`src/rtl/clk_rate_pkg.sv`:
```
package clk_rate_pkg;
  localparam int unsigned CTL_W    = 8;
  localparam int unsigned N_PER    = 6;
  localparam int unsigned SLOW_CYC = 12;
  localparam int unsigned N_CH     = N_PER + 1;  // channel 0 = cpu

  typedef enum logic {
    RATE_SLOW = 1'b0,
    RATE_FAST = 1'b1
  } rate_e;
endpackage

```
`src/rtl/crg_ctl_reg.sv`:
```
module crg_ctl_reg #(
  parameter int unsigned DW = 8
) (
  input  logic          clk_i,
  input  logic          rst_ni,
  input  logic          sel_i,
  input  logic          we_i,
  input  logic [DW-1:0] wdata_i,
  output logic [DW-2:0] ctl_o,
  output logic [DW-1:0] rdata_o
);
  logic [DW-2:0] ctl_q;  // top bit is reserved: not stored

  always_ff @(posedge clk_i or negedge rst_ni) begin
    if (!rst_ni)            ctl_q <= '0;
    else if (sel_i && we_i) ctl_q <= wdata_i[DW-2:0];
  end

  assign ctl_o   = ctl_q;
  assign rdata_o = {1'b0, ctl_q};

  AST_WR_READBACK: assert property (@(posedge clk_i) disable iff (!rst_ni)
    (sel_i && we_i) |=> (rdata_o == {1'b0, $past(wdata_i[DW-2:0])}));
  AST_NO_WR_HOLD: assert property (@(posedge clk_i) disable iff (!rst_ni)
    !(sel_i && we_i) |=> $stable(rdata_o));
endmodule

```
`src/rtl/crg_phase_ctr.sv`:
```
module crg_phase_ctr #(
  parameter int unsigned SLOW_CYC = 12
) (
  input  logic clk_i,
  input  logic rst_ni,
  output logic fast_tick_o,
  output logic slow_tick_o
);
  localparam int unsigned CW   = $clog2(SLOW_CYC);
  localparam int unsigned HALF = SLOW_CYC / 2;
  localparam logic [CW-1:0] LAST = CW'(SLOW_CYC - 1);
  localparam logic [CW-1:0] MID  = CW'(HALF - 1);

  logic [CW-1:0] cnt_q;

  always_ff @(posedge clk_i or negedge rst_ni) begin
    if (!rst_ni)            cnt_q <= '0;
    else if (cnt_q == LAST) cnt_q <= '0;
    else                    cnt_q <= cnt_q + 1'b1;
  end

  assign slow_tick_o = (cnt_q == LAST);
  assign fast_tick_o = (cnt_q == LAST) || (cnt_q == MID);

  AST_CNT_RANGE: assert property (@(posedge clk_i) disable iff (!rst_ni)
    cnt_q <= LAST);
  AST_WRAP_ZERO: assert property (@(posedge clk_i) disable iff (!rst_ni)
    slow_tick_o |=> (cnt_q == '0));
  AST_TICK_GAP: assert property (@(posedge clk_i) disable iff (!rst_ni)
    fast_tick_o |=> !fast_tick_o);
endmodule

```
`src/rtl/crg_rate_sel.sv`:
```
module crg_rate_sel
  import clk_rate_pkg::*;
#(
  parameter int unsigned CH = 7
) (
  input  logic          clk_i,
  input  logic          rst_ni,
  input  logic [CH-1:0] fast_req_i,
  input  logic          fast_tick_i,
  input  logic          slow_tick_i,
  output logic [CH-1:0] stb_o
);
  rate_e act_q [CH];

  for (genvar c = 0; c < CH; c++) begin : g_ch
    // rate only moves on the shared wrap, so no cycle is cut short
    always_ff @(posedge clk_i or negedge rst_ni) begin
      if (!rst_ni)          act_q[c] <= RATE_SLOW;
      else if (slow_tick_i) act_q[c] <= fast_req_i[c] ? RATE_FAST : RATE_SLOW;
    end

    assign stb_o[c] = (act_q[c] == RATE_FAST) ? fast_tick_i : slow_tick_i;

    AST_RATE_AT_WRAP: assert property (@(posedge clk_i) disable iff (!rst_ni)
      !$stable(act_q[c]) |-> $past(slow_tick_i));
    AST_STB_PULSE: assert property (@(posedge clk_i) disable iff (!rst_ni)
      stb_o[c] |=> !stb_o[c]);
  end
endmodule

```
`src/rtl/clk_rate_gen.sv`:
```
module clk_rate_gen
  import clk_rate_pkg::*;
(
  input  logic             clk_i,
  input  logic             rst_ni,
  input  logic             sel_i,
  input  logic             we_i,
  input  logic [CTL_W-1:0] wdata_i,
  output logic [CTL_W-1:0] rdata_o,
  output logic             cpu_stb_o,
  output logic [N_PER-1:0] per_stb_o
);
  logic [CTL_W-2:0] ctl;
  logic             fast_tick, slow_tick;
  logic [N_CH-1:0]  fast_req, stb;
  logic             dbl;

  crg_ctl_reg #(.DW(CTL_W)) u_reg (
    .clk_i, .rst_ni, .sel_i, .we_i, .wdata_i,
    .ctl_o(ctl), .rdata_o
  );

  crg_phase_ctr #(.SLOW_CYC(SLOW_CYC)) u_ctr (
    .clk_i, .rst_ni, .fast_tick_o(fast_tick), .slow_tick_o(slow_tick)
  );

  assign dbl         = ctl[0];
  assign fast_req[0] = dbl;
  for (genvar p = 0; p < N_PER; p++) begin : g_req
    // peripheral bit set = stay slow; only meaningful in double speed
    assign fast_req[p+1] = dbl & ~ctl[p+1];
  end

  crg_rate_sel #(.CH(N_CH)) u_sel (
    .clk_i, .rst_ni, .fast_req_i(fast_req),
    .fast_tick_i(fast_tick), .slow_tick_i(slow_tick), .stb_o(stb)
  );

  assign cpu_stb_o = stb[0];
  assign per_stb_o = stb[N_CH-1:1];

  AST_PER_NEEDS_CPU: assert property (@(posedge clk_i) disable iff (!rst_ni)
    (|per_stb_o) |-> cpu_stb_o);
  AST_RSVD_LOW: assert property (@(posedge clk_i) disable iff (!rst_ni)
    !rdata_o[CTL_W-1]);
  AST_SLOW_WHEN_STD: assert property (@(posedge clk_i) disable iff (!rst_ni)
    (slow_tick && !dbl) |=> !cpu_stb_o);
endmodule

```
`config.mk`:
```
export PLATFORM = sky130hd
export DESIGN_NAME = clk_rate_gen
export DESIGN_NICKNAME = d
export VERILOG_FILES = /design/src/rtl/clk_rate_pkg.sv /design/src/rtl/crg_ctl_reg.sv /design/src/rtl/crg_phase_ctr.sv /design/src/rtl/crg_rate_sel.sv /design/src/rtl/clk_rate_gen.sv
export SDC_FILE = /design/constraint.sdc
export NUM_CORES = 1
export LEC_CHECK = 0
export ABC_AREA = 0
export ABC_CLOCK_PERIOD_IN_PS = 3600
export BUFFER_PORTS_ARGS = -buffer_cell sky130_fd_sc_hd__buf_2
export CAP_MARGIN = 0
export CORE_MARGIN = 2
export CORE_UTILIZATION = 49
export CTS_CLUSTER_DIAMETER = 120
export DETAILED_ROUTE_END_ITERATION = 16
export HOLD_SLACK_MARGIN = 0.03
export PLACE_DENSITY = 0.78
export SYNTH_ARGS = -nofsm -noshare
export SYNTH_HDL_FRONTEND = slang
export SYNTH_SLANG_ARGS = --single-unit
```
`constraint.sdc`:
```
create_clock -name clk_i -period 3.6 [get_ports clk_i]
set_input_delay 0.72 -clock clk_i [delete_from_list [all_inputs] [get_ports clk_i]]
set_output_delay 0.72 -clock clk_i [all_outputs]
set_load 0.005 [all_outputs]
```
# ---- Word-level counts from Yosys, hierarchy flattened
# Index checks and enable logic that the tools add are counted.
# W data, S select, Z words.
dict set report totals {
  reg_bits 18
  input_bits 12
  output_inout_bits 15
  word_cells 41
}
dict set report classes {
  addsub 1
  n_eq_ne 2
  mux 15
  bitwise 12
  n_reduce_logical 2
}
# cell n
set op_table {}
lappend op_table {{$mux W1} 14}
lappend op_table {{$and A1 B1 Y1} 6}
lappend op_table {{$not A1 Y1} 6}
lappend op_table {{$add A4 B1 Y4 const B} 1}
lappend op_table {{$eq A4 B3 Y1 const B} 1}
lappend op_table {{$eq A4 B4 Y1 const B} 1}
lappend op_table {{$mux W4} 1}
lappend op_table {{$logic_and A1 B1 Y1} 1}
lappend op_table {{$logic_or A1 B1 Y1} 1}

# ---- Logic depth before layout (Yosys ltp)
dict set report depth {
  depth_word 3
  ltp_mapped 5
  depth_no_buf 4
}

# ---- Cells and area by module
# Synthesis repeated with hierarchy kept, for this count alone.
dict set report hier_totals {
  cells_unflattened 71
  area_unflattened_um2 938.4
}
# mod n_inst cells_each area_each_um2
set by_module_without_submodules {}
lappend by_module_without_submodules {crg_rate_sel 1 22 355.3}
lappend by_module_without_submodules {crg_ctl_reg 1 24 324.1}
lappend by_module_without_submodules {crg_phase_ctr 1 19 206.4}
lappend by_module_without_submodules {clk_rate_gen 1 6 52.6}

# ---- Least setup slack after synthesis
# OpenSTA, ideal clock, no wires.
dict set report synth_timing {
  path_kind {register -> output}
  startpoint {reg u_ctr.cnt_q[0]}
  endpoint {out cpu_stb_o}
  t_arrival_ns 1.209
  required_time_ns 2.880
  slack_ns 1.671
  stages_incl_launch_ff 6
  path_buffers 2
  path_cell_list {dfrtp_1 > ha_1 > and3b_1 > buf_6 > buf_6 > a21o_1}
}
dict set report synth_between {
  elab_chain_len 3
}
# item line_no
set synth_lines {}
lappend synth_lines {{start: declaration} crg_phase_ctr.sv:14} ;# logic [CW-1:0] cnt_q;
lappend synth_lines {{start signal: assignment} crg_phase_ctr.sv:19} ;# else cnt_q <= cnt_q + 1'b1;
lappend synth_lines {{$eq A4 B4 Y1 or $eq A4 B3 Y1 (tied branches)} {crg_phase_ctr.sv:22, crg_phase_ctr.sv:23}}
lappend synth_lines {{$logic_or A1 B1 Y1} crg_phase_ctr.sv:23} ;# assign fast_tick_o = (cnt_q == LAST) || (cnt_q == MID);
lappend synth_lines {{$mux W1 (*)} crg_rate_sel.sv:22} ;# assign stb_o[c] = (act_q[c] == RATE_FAST) ? fast_tick_i : slow_tick_i;
lappend synth_lines {{end: declaration} clk_rate_gen.sv:10} ;# output logic cpu_stb_o,
# Every way passes the cells marked *; elsewhere a longest branch is shown, timed or not.

# ---- Worst setup path after layout
dict set report layout_timing {
  startpoint {reg u_ctr.cnt_q[0]}
  endpoint {out per_stb_o[1]}
}
dict set report layout_between {
  elab_chain_len 3
}
# item line_no
set layout_lines {}
lappend layout_lines {{$eq A4 B4 Y1 or $eq A4 B3 Y1 (tied branches)} {crg_phase_ctr.sv:22, crg_phase_ctr.sv:23}}
lappend layout_lines {{$logic_or A1 B1 Y1} crg_phase_ctr.sv:23}
lappend layout_lines {{$mux W1 (*)} crg_rate_sel.sv:22}
lappend layout_lines {{end: declaration} clk_rate_gen.sv:11} ;# output logic [N_PER-1:0] per_stb_o
# Marks and branches as above.

==> flow_summary_export.csv <==
group,metric,value,unit
run_status,outcome,"finished, final reports clean",
logic_synthesis,synth_top_area_cell,"dfrtp_1",
logic_synthesis,yosys_warnings,0,
timing,post-route-period-util,67.92,%
timing,fmax,409.0,MHz
pwr,p_leak,0.0005532,uW
clocking,cts_buffer_depth,2,
pwr,switchingPower,96.02,uW
detailed_routing,avgViaCountPerCell,5.142,
layout,diodes,0,
placement,dp_slack,1.450,ns
worst_setup_path,critPathMaxStageDelay,0.56,ns
logic_synthesis,synth-main-ff-cell,"dfrtp_1",
clocking,htree_levels,1,
floorplanning,num_rows,15,
logic_synthesis,ys_ff_latch,18,
worst_setup_path,r2r-end,"u_sel.act_q[4]$_DFFE_PN0N_",
worst_setup_path,cp.arrival,1.72,ns
logic_synthesis,netlist_instances,66,
pwr,p_per_area,421.4,nW/um^2
timing,clock_skew,0.001054,ns
timing,maxSlewHeadroom,60.84,%
timing,worst_pin_slew,0.5874,ns
timing,finalCriticalPeriod,2.445,ns
placement,io_buffers,24,
layout,fillers,152,
detailed_routing,vias,545,
grt,grt_overflow,0,
worst_hold_path,hold_path.class,"input pin to asynchronous set/reset pin",
timing,slew_viol_final,0,
worst_setup_path,crit_path_end_kind,"output pin",
worst_setup_path,cp_top_family,"simple AND/OR/NAND/NOR gates",
detailed_routing,wl_per_cell,13.20,um
grt,antenna_found_initial,0,
floorplanning,die_h,45.82,um
logic_synthesis,syn_nets,80,
layout,area_delta_synth_final,15.91,%
worst_setup_path,critPathLaunchType,"flop",
timing,fin_tns_setup,0,ns
clocking,root_buffer,"clkbuf_4",
logic_synthesis,ys_top_cells_by_area,"dfrtp_1, mux2_2, a21o_1",
worst_setup_path,critPathKind,"flop to output pin",
layout,nets,104,
clocking,clock_latency,0.28,ns
worst_setup_path,worstReg2RegStart,"u_ctr.cnt_q[0]$_DFF_PN0_",
floorplanning,core_area,1689,sq um
clocking,numCtsBuffers,3,
detailed_routing,ant_nets,0,
worst_setup_path,worstRegToRegCells,3,
logic_synthesis,synthArstFlopShare,100.0,%
grt,grt_pass1_wl,2.304,mm
detailed_routing,first_pass_iters,2,
worst_setup_path,crit_fanout,15,
clocking,cts_setup_buffers,0,
logic_synthesis,synth_edf_count,0,
logic_synthesis,yosysUniqueCellTypes,18,
detailed_routing,initialDrtViolationCount,1,
pwr,swShare,22.94,%
clocking,clk_pin_slew_worst_paths,0.10,ns
clocking,holdBufCountCts,0,
pwr,p_int,322.6,uW
timing,finalSetupViolations,0,
floorplanning,dieWidth,45.82,um
timing,rsz0062_at_grt,"false",
pwr,share_comb_of_total_power,13.3,%
timing,hold_viol,0,
worst_setup_path,required,2.88,ns
logic_synthesis,yosysMostFrequentCell,"dfrtp_1",
worst_setup_path,critical_path_buf_inv_count,1,
logic_synthesis,ys_seq_area_share,52.55,%
clocking,cts.sinks,18,
floorplanning,start_util,50.74,%
logic_synthesis,synth_commonest_cells,"dfrtp_1, mux2_2, a21o_1",
timing,finalWorstSetupSlack,1.155,ns
detailed_routing,drc,0,
clocking,cts_resized,0,
worst_setup_path,cpMaxStageDelayCell,"and3b_1",
pwr,pwr-share-seq,57.8,%
worst_setup_path,path_cells,"ha_1, and3b_1, a21o_1, buf_2",
run,cap_violations,0,
logic_synthesis,netlist_area,857.1,sq um
layout,multi_input_comb_area,357.8,sq um
floorplanning,die_area,2099,sq um
grt,grt_pass1_vias,524,
placement,routabilityCongestion,0.6694,
logic_synthesis,synth_top_area_share,52.55,%
detailed_routing,wl,1.399,mm
layout,ff_latch_area,450.4,sq um
grt,grt_usage,15.99,%
layout,drive_above_1_share,48.31,%
grt,grt_max_degree,19,
logic_synthesis,syn_area_per_cell,12.99,sq um
placement,dp_hpwl,1.067,mm
worst_setup_path,r2r_slack,1.90,ns
pwr,power_frac_clock,28.9,%
clocking,cts_tree,"yes",
floorplanning,io_pins,27,
pwr,vdd_drop_max,0.0003515,V
## registers in the layout, indices dropped and copies added (netlist names)
signal / count
u_reg.ctl_o: 7
u_sel.act_q: 7
u_ctr.cnt_q: 4
## how the worst max path moves through the flow
stage,start,end,slack [ns],depth (start not counted)
final,u_ctr.cnt_q[0]$_DFF_PN0_,per_stb_o[1],1.16,4
after global routing,u_ctr.cnt_q[0]$_DFF_PN0_,per_stb_o[1],1.00,4
after CTS,u_ctr.cnt_q[0]$_DFF_PN0_,per_stb_o[1],1.13,4
after detailed placement,u_ctr.cnt_q[0]$_DFF_PN0_,per_stb_o[1],1.45,4
after global placement,u_ctr.cnt_q[0]$_DFF_PN0_,per_stb_o[1],1.47,4
after floorplan,u_ctr.cnt_q[0]$_DFF_PN0_,cpu_stb_o,1.67,5
## routing by layer
metal | global-route usage [%] | vias up | wire [um]
met1 | 18.43 | 262 | 577
met4 | 5.143 | 0 | 12
met2 | 27.89 | 13 | 751
li1 | - | 268 | -
met5 | 0 | - | 0
met3 | 5.159 | 2 | 58
## power by group through the flow
stage / clock, uW / sequential [uW] / combinational [uW]
2_1_floorplan: 0 / 243 / 34.5
3_3_place_gp: 0 / 245 / 54.2
3_5_place_dp: 0 / 247 / 57.0
4_1_cts: 125 / 242 / 57.4
5_1_grt: 134 / 246 / 62.0
6_report: 121 / 242 / 55.7
## cells by family after synthesis
group / count (synthesis) / synth area share [%]
and+or+nand+nor: 15 / 10.66
muxes: 15 / 20.58
AOI/OAI and AO/OA: 8 / 7.153
other: 1 / 0.4375
buffers and inverters: 7 / 5.693
DFF: 18 / 52.55
adders and majority gates: 2 / 2.919
## final cells by class
| cell class | instances | share of cell area (%) |
|---|---|---|
| clock buffers | 4 | 3.652 |
| flip-flops and latches | 18 | 45.34 |
| repair buffers | 24 | 12.09 |
| multi-input cells | 41 | 36.02 |
| inverters | 2 | 0.7557 |
| well taps | 17 | 2.141 |
## layout by cell type (no fill, tap or decap)
cell / Yosys / routed
and2_1: 1 / 1
clkbuf_8: 0 / 1
buf_2: 0 / 24
nand4b_1: 1 / 1
o221ai_1: 1 / 1
inv_1: 2 / 2
mux2_4: 2 / 2
nor2_1: 2 / 2
dfrtp_1: 18 / 18
ha_1: 2 / 2
conb_1: 1 / 1
a21o_1: 7 / 7
nand2_1: 2 / 2
clkbuf_4: 0 / 3
mux2_2: 13 / 13
nor2b_1: 6 / 6
and3b_1: 2 / 2
nand2b_1: 1 / 1
## through the flow
step                util [%]  area [sq um]  instances  total power [uW]  hold slack [ns]
floorplan                  -         857.1         66             277.5           0.4244
detailed placement     56.67         957.2        102             303.7           0.5024
finish                 58.81         993.5        106             418.7           0.3443
CTS                    58.81         993.5        106             425.2           0.3549
global route           58.81         993.5        106             442.0           0.3587
global placement       56.67         957.2        102             298.7           0.4923
Note: power is estimated with default switching activity, not from simulation.
